## src/rtl/fpwm_pkg.sv

```systemverilog
package fpwm_pkg;
  localparam logic [3:0] MODE_FIX8  = 4'd5;
  localparam logic [3:0] MODE_FIX9  = 4'd6;
  localparam logic [3:0] MODE_FIX10 = 4'd7;
  localparam logic [3:0] MODE_PER   = 4'd14;
  localparam logic [3:0] MODE_CMPA  = 4'd15;

  localparam int NCH    = 2;
  localparam int NFLAG  = 4;
  localparam int FL_OVF = 0;
  localparam int FL_CHA = 1;
  localparam int FL_PER = 3;

  function automatic logic buffered_mode(input logic [3:0] m);
    return (m == MODE_FIX8) || (m == MODE_FIX9) || (m == MODE_FIX10) ||
           (m == MODE_PER) || (m == MODE_CMPA);
  endfunction
endpackage

```

## src/rtl/fpwm_topsel.sv

```systemverilog
module fpwm_topsel #(
  parameter int W = 16
) (
  input  logic [3:0]   mode,
  input  logic [W-1:0] per,
  input  logic [W-1:0] cmpa_act,
  output logic [W-1:0] top,
  output logic [W-1:0] wmask
);
  import fpwm_pkg::*;
  localparam logic [W-1:0] TOP8  = {{(W-8){1'b0}}, 8'hFF};
  localparam logic [W-1:0] TOP9  = {{(W-9){1'b0}}, 9'h1FF};
  localparam logic [W-1:0] TOP10 = {{(W-10){1'b0}}, 10'h3FF};
  localparam logic [W-1:0] FULL  = {W{1'b1}};

  always_comb begin
    wmask = FULL;
    case (mode)
      MODE_FIX8:  begin top = TOP8;  wmask = TOP8;  end
      MODE_FIX9:  begin top = TOP9;  wmask = TOP9;  end
      MODE_FIX10: begin top = TOP10; wmask = TOP10; end
      MODE_PER:   top = per;
      MODE_CMPA:  top = cmpa_act;
      default:    top = FULL;
    endcase
  end
endmodule

```

## src/rtl/fpwm_counter.sv

```systemverilog
module fpwm_counter #(
  parameter int W = 16
) (
  input  logic         clk,
  input  logic         rst,
  input  logic         tick,
  input  logic [W-1:0] top,
  output logic [W-1:0] cnt,
  output logic         hit
);
  logic [W-1:0] cnt_q;

  assign hit = tick && (cnt_q == top);
  assign cnt = cnt_q;

  always_ff @(posedge clk) begin
    if (rst)       cnt_q <= '0;
    else if (hit)  cnt_q <= '0;
    else if (tick) cnt_q <= cnt_q + 1'b1;
  end


  cnt_clear_chk: assert property (@(posedge clk) disable iff (rst)
    hit |=> (cnt_q == '0));


  cnt_hold_chk: assert property (@(posedge clk) disable iff (rst)
    !tick |=> $stable(cnt_q));
endmodule

```

## src/rtl/fpwm_channel.sv

```systemverilog
module fpwm_channel #(
  parameter int W = 16
) (
  input  logic         clk,
  input  logic         rst,
  input  logic         we,
  input  logic [W-1:0] wdata,
  input  logic [W-1:0] wmask,
  input  logic         buf_mode,
  input  logic         tick,
  input  logic         hit,
  input  logic [W-1:0] cnt,
  input  logic [W-1:0] top,
  input  logic [1:0]   outmode,
  output logic [W-1:0] act,
  output logic         match,
  output logic         wave
);
  logic [W-1:0] buf_q, act_q;
  logic         lvl_q;
  logic [W-1:0] wd;

  assign wd    = wdata & wmask;
  assign act   = act_q;
  assign match = tick && (cnt == act_q) && (act_q <= top);

  always_ff @(posedge clk) begin
    if (rst) begin
      buf_q <= '0;
      act_q <= '0;
    end else begin
      if (we) buf_q <= wd;
      if (buf_mode) begin
        if (hit) act_q <= buf_q;
      end else if (we) begin
        act_q <= wd;
      end
    end
  end

  always_ff @(posedge clk) begin
    if (rst)        lvl_q <= 1'b0;
    else if (hit)   lvl_q <= 1'b1;
    else if (match) lvl_q <= 1'b0;
  end

  always_comb begin
    case (outmode)
      2'd2:    wave = lvl_q;
      2'd3:    wave = ~lvl_q;
      default: wave = 1'b0;
    endcase
  end


  act_buffered_chk: assert property (@(posedge clk) disable iff (rst)
    (buf_mode && !hit) |=> $stable(act_q));


  lvl_rise_chk: assert property (@(posedge clk) disable iff (rst)
    hit |=> lvl_q);


  lvl_fall_chk: assert property (@(posedge clk) disable iff (rst)
    (match && !hit) |=> !lvl_q);
endmodule

```

## src/rtl/fpwm_flags.sv

```systemverilog
module fpwm_flags #(
  parameter int N = 4
) (
  input  logic         clk,
  input  logic         rst,
  input  logic [N-1:0] set,
  input  logic [N-1:0] clr,
  output logic [N-1:0] flags
);
  logic [N-1:0] fl_q;
  assign flags = fl_q;

  always_ff @(posedge clk) begin
    if (rst) fl_q <= '0;
    else     fl_q <= (fl_q & ~clr) | set;
  end

  for (genvar i = 0; i < N; i++) begin : g_chk

    flag_set_chk: assert property (@(posedge clk) disable iff (rst)
      set[i] |=> fl_q[i]);

    flag_clr_chk: assert property (@(posedge clk) disable iff (rst)
      (clr[i] && !set[i]) |=> !fl_q[i]);
  end
endmodule

```

## src/rtl/fastpwm_timer.sv

```systemverilog
module fastpwm_timer #(
  parameter int W = 16
) (
  input  logic         clk,
  input  logic         rst,
  input  logic         tick,
  input  logic         per_we,
  input  logic [W-1:0] per_wdata,
  input  logic         cmpa_we,
  input  logic [W-1:0] cmpa_wdata,
  input  logic         cmpb_we,
  input  logic [W-1:0] cmpb_wdata,
  input  logic [3:0]   mode,
  input  logic [1:0]   outmode_a,
  input  logic [1:0]   outmode_b,
  input  logic [3:0]   flag_clr,
  output logic [W-1:0] count,
  output logic [3:0]   flags,
  output logic         pwm_a,
  output logic         pwm_b
);
  import fpwm_pkg::*;

  logic [W-1:0] per_q, top, wmask, cnt;
  logic         hit, buf_mode;
  logic         ch_we    [NCH];
  logic [W-1:0] ch_wd    [NCH];
  logic [1:0]   ch_om    [NCH];
  logic [W-1:0] ch_act   [NCH];
  logic [NCH-1:0] ch_match, ch_wave;
  logic [NFLAG-1:0] fset;

  assign ch_we[0] = cmpa_we;  assign ch_wd[0] = cmpa_wdata; assign ch_om[0] = outmode_a;
  assign ch_we[1] = cmpb_we;  assign ch_wd[1] = cmpb_wdata; assign ch_om[1] = outmode_b;
  assign buf_mode = buffered_mode(mode);

  always_ff @(posedge clk) begin
    if (rst)         per_q <= '0;
    else if (per_we) per_q <= per_wdata;
  end

  fpwm_topsel #(.W(W)) u_topsel (
    .mode(mode), .per(per_q), .cmpa_act(ch_act[0]), .top(top), .wmask(wmask)
  );

  fpwm_counter #(.W(W)) u_cnt (
    .clk(clk), .rst(rst), .tick(tick), .top(top), .cnt(cnt), .hit(hit)
  );

  for (genvar g = 0; g < NCH; g++) begin : g_ch
    fpwm_channel #(.W(W)) u_ch (
      .clk(clk), .rst(rst), .we(ch_we[g]), .wdata(ch_wd[g]), .wmask(wmask),
      .buf_mode(buf_mode), .tick(tick), .hit(hit), .cnt(cnt), .top(top),
      .outmode(ch_om[g]), .act(ch_act[g]), .match(ch_match[g]), .wave(ch_wave[g])
    );
  end

  assign fset[FL_OVF]               = hit;
  assign fset[FL_CHA+NCH-1:FL_CHA]  = ch_match;
  assign fset[FL_PER]               = hit && (mode == MODE_PER);

  fpwm_flags #(.N(NFLAG)) u_flags (
    .clk(clk), .rst(rst), .set(fset), .clr(flag_clr), .flags(flags)
  );

  assign count = cnt;
  assign pwm_a = ch_wave[0];
  assign pwm_b = ch_wave[1];


  cmpa_top_pair_chk: assert property (@(posedge clk) disable iff (rst)
    (hit && mode == MODE_CMPA) |=> (flags[FL_OVF] && flags[FL_CHA]));


  per_flag_chk: assert property (@(posedge clk) disable iff (rst)
    (hit && mode == MODE_PER) |=> flags[FL_PER]);
endmodule

```

## config.mk

```make
export PLATFORM = sky130hd
export DESIGN_NAME = fastpwm_timer
export DESIGN_NICKNAME = d
export VERILOG_FILES = /design/src/rtl/fpwm_pkg.sv /design/src/rtl/fpwm_topsel.sv /design/src/rtl/fpwm_counter.sv /design/src/rtl/fpwm_channel.sv /design/src/rtl/fpwm_flags.sv /design/src/rtl/fastpwm_timer.sv
export SDC_FILE = /design/constraint.sdc
export NUM_CORES = 1
export LEC_CHECK = 0
export ABC_AREA = 1
export BUFFER_PORTS_ARGS = -buffer_cell sky130_fd_sc_hd__buf_2
export CORE_ASPECT_RATIO = 0.75
export CORE_UTILIZATION = 50
export DETAILED_ROUTE_END_ITERATION = 6
export HOLD_SLACK_MARGIN = 0.03
export PLACE_DENSITY = 0.69
export SLEW_MARGIN = 20
export SYNTH_ARGS = -nofsm -noshare
export SYNTH_HDL_FRONTEND = slang
export SYNTH_SLANG_ARGS = --single-unit
```

## constraint.sdc

```tcl
create_clock -name clk -period 4.7 [get_ports clk]
set_clock_uncertainty 0.2 [all_clocks]
set_input_delay 0.94 -clock clk [delete_from_list [all_inputs] [get_ports clk]]
set_output_delay 0.94 -clock clk [all_outputs]
set_load 0.005 [all_outputs]
```

==> impl_metrics.tcl, run 1 <==
set metrics [dict create \
    synth_area_leaders "dfxtp_1, nand2_1, nor2_1" \
    worst_path_max_delay_cell "buf_4" \
    ir_drop_v 0.0001936 \
    crit_family "simple AND/OR/NAND/NOR gates" \
    clkSinkCount 102 \
    rr_worst_depth 11 \
    period_minus_slack_ps 3544 \
    start_kind "primary input" \
    post_cts_resize_count 0 \
    n_fill_cell 1173 \
    avgViaCountPerCell 5.334 \
    rsz0062_at_grt "false" \
    status "finished clean" \
    slowest_delay_ps 440 \
    antenna_cells 0 \
    synth_cells 936 \
    crit_type "primary input to flip-flop" \
    hold_class "flip-flop to flip-flop" \
    routed_wl_mm 17.59 \
    fp-row-count 34 \
    grt_pass1_vias 5666 \
    dp.cells 1144 \
    syn-cell-area_um2 6101 \
    syn_to_final_growth_pct 12.49 \
    postLayoutCoreUtil 0.5845 \
    yosys_warnings 0 \
    cap_violations 0 \
    cp.depth 15 \
    core_area_um2 11740 \
    vias 6187 \
    clk_transition_reported_paths_ps 70 \
    dieArea_um2 12650 \
    track_usage 0.2937 \
    yosys.area.top_type "dfxtp_1" \
    min_to "u_flags.flags[1]" \
    hold_violations 0 \
    tns_ps 0 \
    synthFlopType "dfxtp_1" \
    port_buffers 87 \
    hpwl_mm 13.13 \
    grt_pass1_wl_mm 28.76 \
    cts-buffers-inserted 9 \
    layout-drive-gt1-share 0.1232 \
    drc 0 \
    yosysUniqueCellTypes 34 \
    hold_buffers 0 \
    cts.path.max_buffers 2 \
    grt_overflow 0 \
    drv_slew 0 \
    r2r_start "g_ch[0].u_ch.act[1]" \
    synth.avg_cell_area_um2 6.518 \
    worstHoldStart "u_flags.flags[1]" \
    clk_latency_ps 350 \
    synth_top_area_share 0.3347 \
    hold_depth 2 \
    cp.arrival_ps 3590 \
    drtIter0Drc 538 \
    crit_chain "buf_2, nor2_1, nand2_1, nand2_2, buf_4, nand4_1, nand2_1, nor2_1, nand2_1, nor2_2, nand3_4, buf_4, nand3_1, nand2_1, nor2_1" \
    synth_edf_count 0 \
    cp_common_cell "nand2_1" \
    die_h_um 97.66 \
    cts.htree.levels 3 \
    syn_nets 1035 \
    gp_congestion 0.9806 \
    cp_max_fo 49 \
    ant_nets 0 \
    reg2reg_slack_ps 2080 \
    grt_max_degree 59 \
    antenna_found_initial 0 \
    io_pins 88 \
    finalCritPeriodShare 0.7541 \
    final_cells 1160 \
    start_util 0.5196 \
    setup_violations 0 \
    cp.buffers_inverters 3 \
    cts_tree "done" \
    synthArstFlopShare 0 \
    worstMarginPinSlew_ps 893.4 \
    required_ps 4740 \
    synth_seq_cells 102 \
    fmax_mhz 282.2 \
    synth-seq-area-share 0.3347 \
    final_nets 1092 \
    p_leak_nw 3.312 \
    first_pass_iters 5 \
    power.density_nw_per_um2 299.5 \
    regToRegEndpoint "g_ch[1].u_ch.act[10]" \
    wire_per_inst_um 15.16 \
    die_w_um 129.6 \
    slew-limit-headroom 0.4035 \
    cts_setup_buffers 0 \
    clockRootBuffer "clkbuf_16" \
    end_kind "flip-flop" \
]
## worst max path at each step
| stage | endpoint | startpoint |
|---|---|---|
| detailed placement | g_ch[1].u_ch.act[8] | mode[3] |
| global placement | g_ch[1].u_ch.act[13] | mode[3] |
| CTS | g_ch[1].u_ch.act[13] | mode[3] |
| finish | g_ch[1].u_ch.act[13] | mode[3] |
| global route | g_ch[1].u_ch.act[5] | mode[2] |
| floorplan | g_ch[0].u_ch.lvl_q | mode[3] |
## final cells by class
| type | count | area, µm² | area share |
|---|---|---|---|
| clock buffer | 12 | 236.5 | 0.03446 |
| clock inverter | 4 | 55.05 | 0.008022 |
| inverter | 90 | 337.8 | 0.04923 |
| multi-input combinational | 695 | 3493 | 0.5090 |
| sequential | 102 | 2042 | 0.2975 |
| tap | 162 | 202.7 | 0.02954 |
| timing repair buffer | 95 | 495.5 | 0.07220 |
## metrics by stage
step	setup slack [ps]	total power [mW]	hold WS (ps)	area, µm²
2_1_floorplan	1817	1.203	240.7	6101
5_1_grt	819.9	2.165	285.7	6863
4_1_cts	1196	2.068	268.7	6863
6_report	1156	2.056	260.3	6863
3_5_place_dp	823.3	1.314	256.0	6571
3_3_place_gp	921.0	1.310	254.3	6571
## state kept, by name, indices dropped and copies added (netlist names)
| signal | count |
|---|---|
| g_ch.u_ch.buf_q | 32 |
| g_ch.u_ch.lvl_q | 2 |
| per_q | 16 |
| g_ch.u_ch.act | 32 |
| u_flags.flags | 4 |
| u_cnt.cnt | 16 |
## synthesized netlist by cell type (2+ instances only)
cell type and instances:
o21ai_1 2, nor2_1 130, a221oi_1 4, xor2_1 19
nand4_1 20, buf_6 3, nor3_1 10, a21oi_1 87
dfxtp_1 102, inv_2 2, or2_2 3, buf_2 7
nand2_1 207, clkbuf_1 33, inv_1 87, o21ai_0 80
nor2_4 2, buf_4 4, o22ai_1 11, nor2_2 4
buf_1 2, nand3_1 72, o2111ai_1 2, ha_1 33
## cell families (layout without fill, tap and decap cells)
family	after synthesis	in the layout	share of synthesized area
buf+inv	139	201	0.09311
simple gates	452	452	0.3121
flops	102	102	0.3347
compound gates	190	190	0.1637
fa+ha+maj	33	33	0.06768
xor+xnor	20	20	0.02871
## power by group
group          total [mW]  switching (mW)  internal [mW]
clock               0.754           0.336          0.418
combinational       0.335           0.207          0.127
sequential          0.967          0.0492          0.918
## cells in the final DEF (no fill, tap or decap), types with 3 or more instances in the layout
| master | n |
|---|---|
| nor2_1 | 130 |
| clkbuf_1 | 3 |
| o22ai_1 | 11 |
| buf_4 | 8 |
| clkbuf_16 | 9 |
| inv_1 | 87 |
| xor2_1 | 19 |
| buf_2 | 87 |
| nand2_1 | 206 |
| nand4_1 | 20 |
| nand3_1 | 72 |
| or2_2 | 3 |
| a21oi_1 | 87 |
| ha_1 | 33 |
| a221oi_1 | 4 |
| nor2_2 | 4 |
| inv_2 | 3 |
| o21ai_0 | 80 |
| nor3_1 | 10 |
| dfxtp_1 | 102 |
## metal layers
metal / up-vias / wire length, µm / GRT usage
li1: 3179 / - / -
met1: 2724 / 8308 / 0.4187
met2: 264 / 7367 / 0.4396
met3: 20 / 1629 / 0.06828
met4: 0 / 286 / 0.08050
met5: - / 0 / 0
## worst register-to-register path, cell delays in order, from the launching register on
cell and delay [ps]:
dfxtp_1 380, nand2_1 120, inv_1 40, nor2_1 340, nor2_1 70, nor2_1 120, nand3_1 130, nor2_2 240
nand3_4 220, buf_4 350, a21oi_1 240, nor2_1 60
No activity file was read; power rests on OpenSTA's default activity.
==> inputs of run 2 (changes only) <==
Clock period 4.7 ns to 3.3 ns, I/O delays scaled along.
==> run 2 against run 1 <==
Against the previous run:
- register-to-register slack got worse by 1300 ps
- largest cell class unchanged
- critical path depth unchanged
- worst setup slack got worse by 660 ps
- combinational power increased by 43%
- first-iteration DRC count decreased by 9.1%
- clock power increased by 35%
- sequential cell count unchanged
- non-clock buffer count increased by 8
- die area unchanged
- largest power group unchanged
- sequential share of layout area decreased by 0.30 points
- total power increased by 40%
==> impl_metrics.tcl, run 2 (synthesis gave the netlist of run 1 again) <==
set metrics [dict create \
    multiInputGateArea_um2 3493 \
    gp_congestion 1.004 \
    use_met2 0.4318 \
    finalCritPeriodShare 0.8498 \
    port_buffers 87 \
    worstHoldStart "u_flags.flags[3]" \
    worst_path_max_delay_cell "nor2_4" \
    dieArea_um2 12650 \
    tns_ps 0 \
    final-seq-area_um2 2042 \
    crit_family "simple AND/OR/NAND/NOR gates" \
    r2r_start "u_cnt.cnt[5]" \
    cts_tree "done" \
    ant_nets 0 \
    cts.htree.levels 3 \
    worst_hold_slack_ps 266.9 \
    antenna_cells 0 \
    cp.arrival_ps 2890 \
    drc 0 \
    cap_violations 0 \
    wire_per_inst_um 15.33 \
    worstMarginPinSlew_ps 569.4 \
    slew-limit-headroom 0.6164 \
    n_fill_cell 1196 \
    layout-drive-gt1-share 0.1312 \
    syn_to_final_growth_pct 13.64 \
    setup_violations 0 \
    grt_pass1_wl_mm 29.10 \
    cts-buffers-inserted 9 \
    cp_max_fo 16 \
    start_util 0.5196 \
    grt_busiest_layer "met1" \
    crit_chain "buf_2, nand2_1, nor2_4, nand2_1, nand3_1, inv_1, ha_1, nand4_1, nor3_1, o21ai_0, nand2_1, o21ai_0, nand2_1, nand2_1, a21oi_1" \
    die_h_um 97.66 \
    hold_violations 0 \
    cp_common_cell "nand2_1" \
    first_pass_iters 5 \
    hold_class "flip-flop to flip-flop" \
    startpoint "mode[3]" \
    cp.buffers_inverters 2 \
    cts_setup_buffers 0 \
    power.density_nw_per_um2 415.6 \
    period_minus_slack_ps 2804 \
    grt_pass1_vias 5502 \
    grt_use_met3 0.07379 \
    vias 6249 \
    status "finished clean" \
    grt_overflow 0 \
    track_usage 0.2996 \
    grt_max_degree 53 \
    clk_latency_ps 350 \
    clkSinkCount 102 \
    slowest_delay_ps 350 \
    start_kind "primary input" \
    clk_transition_reported_paths_ps 70 \
    die_w_um 129.6 \
    end_kind "flip-flop" \
    final_cell_mix "nand2_1, nor2_1, dfxtp_1" \
    routed_wl_mm 17.91 \
    drv_slew 0 \
    clockRootBuffer "clkbuf_16" \
    rsz0062_at_grt "false" \
    core_area_um2 11740 \
    hold_buffers 0 \
    io_pins 88 \
    ir_drop_v 0.0002513 \
    fmax_mhz 356.6 \
    post_cts_resize_count 0 \
    p_leak_nw 3.351 \
    use_met1 0.4377 \
    drtIter0Drc 489 \
    avgViaCountPerCell 5.350 \
    fp-row-count 34 \
    crit_type "primary input to flip-flop" \
    required_ps 3380 \
    hpwl_mm 13.38 \
    final_nets 1100 \
    final_common_cell "nand2_1" \
    cts.path.max_buffers 2 \
    antenna_found_initial 0 \
]
[run 2: cell count changes in the layout (fill, tap and decap cells not counted), sizes merged]
| cell | before | now |
|---|---|---|
| clkinv | 0 | 1 |
| clkbuf | 12 | 11 |
| clkinvlp | 1 | 2 |
| buf | 95 | 103 |
| bufinv | 1 | 0 |
[run 2: report_power, final]
group | switching (mW) | internal (mW)
clock | 0.502 | 0.522
sequential | 0.0725 | 1.31
combinational | 0.292 | 0.186
[run 2: path summary, 6_finish.rpt]
kind,endpoint,slack [ps],cells after the start
max,g_ch[0].u_ch.lvl_q,500,15
min,u_flags.flags[3],270,2
max reg2reg,u_cnt.cnt[14],790,7
min reg2reg,u_flags.flags[3],270,2
[run 2: per-stage QoR]
step                        util  setup slack (ps)  total power, mW  instances  cell area (µm²)
final                     0.5905             495.6            2.881       1168             6933
after global routing      0.5905             245.7            3.044       1168             6933
after CTS                 0.5905             535.7            2.895       1168             6933
after detailed placement  0.5669             163.9            1.876       1152             6656
after global placement    0.5669             191.6            1.873       1152             6656
after floorplan                -             697.0            1.714        936             6101
[run 2: area by class of cell]
cell class / count / area share
tap: 162 / 0.02924
sequential: 102 / 0.2945
multi-input combinational: 695 / 0.5039
timing repair buffer: 103 / 0.08374
clock buffer: 11 / 0.03357
inverter: 90 / 0.04873
clock inverter: 5 / 0.006317
[run 2: worst register-to-register path, delay by kind of cell (launching register included)]
kind            cells  cell delay [ps]
compound gates      1              120
flops               1              510
simple gates        5             1390
buf+inv             1              220
[run 2: layer usage]
metal / routed length, µm / part of all wire / vias to the layer above
met4: 322 / 0.018 / 0
met2: 7367 / 0.41 / 260
met3: 1684 / 0.094 / 32
met1: 8536 / 0.48 / 2754
met5: 0 / 0 / -
li1: - / - / 3203
==> inputs of run 3 (changes only) <==
Clock period 3.3 ns to 2.8 ns, I/O delays scaled along.
==> run 3 against run 2 <==
Against the previous run:
- die area did not move
- hold slack got worse by 32 ps
- clock power rose by 25%
- combinational power rose by 31%
- worst setup slack got worse by 330 ps
- final cell count rose by 3.7%
- via count rose by 2.7%
- design area rose by 6.0%
- critical path depth rose by 2
- routed wire length rose by 1.8%
- sequential power rose by 17%
- critical path type unchanged
==> impl_metrics.tcl, run 3 (synthesis gave the netlist of run 1 again) <==
set metrics [dict create \
    syn_to_final_growth_pct 20.49 \
    setup_violations 0 \
    end_kind "flip-flop" \
    drc 0 \
    cts_tree "done" \
    io_pins 88 \
    grt_pass1_wl_mm 29.48 \
    tns_ps 0 \
    r2r_start "u_cnt.cnt[4]" \
    clockRootBuffer "clkbuf_16" \
    worstHoldStart "per_wdata[15]" \
    cap_violations 0 \
    finalCritPeriodShare 0.9412 \
    cts.path.max_buffers 2 \
    wire_per_inst_um 15.05 \
    reg2reg_slack_ps 520 \
    power.density_nw_per_um2 479.5 \
    final_cell_mix "nand2_1, nor2_1, dfxtp_1" \
    grt_overflow 0 \
    final_nets 1143 \
    routed_wl_mm 18.23 \
    hold_violations 0 \
    start_kind "primary input" \
    post-place-ws_ps -131.9 \
    min_to "per_q[15]" \
    cts-buffers-inserted 9 \
    clk_latency_ps 350 \
    fp-row-count 34 \
    hold_depth 3 \
    antenna_found_initial 0 \
    start_util 0.5196 \
    final_common_cell "nand2_1" \
    grt_max_degree 79 \
    antenna_cells 0 \
    grt_pass1_vias 5705 \
    p_leak_nw 3.607 \
    hold_buffers 0 \
    die_h_um 97.66 \
    required_ps 2840 \
    regToRegEndpoint "u_cnt.cnt[14]" \
    hpwl_mm 13.85 \
    gp_congestion 0.9809 \
    status "finished clean" \
    clkSinkCount 102 \
    ir_drop_v 0.0003003 \
    drv_slew 0 \
    period_minus_slack_ps 2635 \
    slew-limit-headroom 0.5846 \
    core_area_um2 11740 \
    clk_transition_reported_paths_ps 70 \
    vias 6417 \
    avgViaCountPerCell 5.299 \
    crit_type "primary input to flip-flop" \
    dieArea_um2 12650 \
    track_usage 0.3036 \
    ant_nets 0 \
    worstMarginPinSlew_ps 616.6 \
    die_w_um 129.6 \
    fmax_mhz 379.4 \
    cts.htree.levels 3 \
    worst_hold_slack_ps 235.4 \
    drtIter0Drc 464 \
    cp_max_fo 8 \
    first_pass_iters 5 \
    port_buffers 87 \
    n_fill_cell 1121 \
    timing.final.ws_setup_ps 164.6 \
    hold_class "primary input to flip-flop" \
    rr_worst_depth 7 \
    layout-drive-gt1-share 0.1697 \
    cp.arrival_ps 2670 \
]
## run 3: cell type report
cell class | instances | area, µm² | area share
Clock buffer | 11 | 232.7 | 0.03166
Clock inverter | 5 | 66.31 | 0.009021
Inverter | 90 | 340.3 | 0.04630
Multi-Input combinational cell | 695 | 3513 | 0.4780
Sequential cell | 102 | 2042 | 0.2778
Tap cell | 162 | 202.7 | 0.02757
Timing Repair Buffer | 146 | 953.4 | 0.1297
## run 3: worst max-delay path by stage
| stage | start | end | slack, ps |
|---|---|---|---|
| after floorplan | mode[3] | g_ch[0].u_ch.lvl_q | 300 |
| after global placement | mode[1] | g_ch[1].u_ch.lvl_q | -110 |
| after detailed placement | mode[1] | g_ch[1].u_ch.lvl_q | -130 |
| after CTS | mode[3] | g_ch[0].u_ch.lvl_q | 230 |
| after global routing | mode[0] | g_ch[1].u_ch.lvl_q | -20 |
| final | mode[0] | g_ch[0].u_ch.lvl_q | 160 |
## run 3: repair_timing
action                     4_1_cts  5_1_grt
buffers inserted                 0        3
resized for setup                0        7
setup endpoints to repair        0        3
hold endpoints to repair         0        0
## run 3: worst max-delay path: stages
cell	delay (ps)
buf_2	150
nand2_1	100
nor2_4	190
buf_4	180
nand2_1	80
nand3_1	130
inv_1	100
ha_1	300
a21oi_1	170
o21a_1	140
nor2_1	30
o21ai_0	140
nand2_1	70
o21ai_0	70
nand2_1	120
nand2_1	90
a21oi_1	60
## run 3: routing by layer
layer  wire length, µm  share of wire  global-route usage  vias to the layer above
li1                  -              -                   -                     3283
met1              8626           0.47              0.4342                     2842
met2              7554           0.41              0.4495                      258
met3              1632          0.090             0.06608                       34
met4               412          0.023             0.09660                        0
met5                 0              0                   0                        -
## run 3: through the flow
stage               instances  utilization  cell area, µm²  power [mW]
floorplan                 936            -            6101       2.020
global placement         1192       0.5968            7007       2.249
detailed placement       1192       0.5968            7007       2.255
CTS                      1208       0.6222            7306       3.533
global route             1211       0.6261            7351       3.704
finish                   1211       0.6261            7351       3.525
## run 3: where the power goes
part | switching [mW] | internal (mW) | total [mW] | leakage, nW
registers | 0.0737 | 1.54 | 1.61 | 0.842
logic | 0.369 | 0.257 | 0.627 | 2.62
clock network | 0.578 | 0.706 | 1.28 | 0.142
total | 1.02 | 2.50 | 3.52 | 3.61
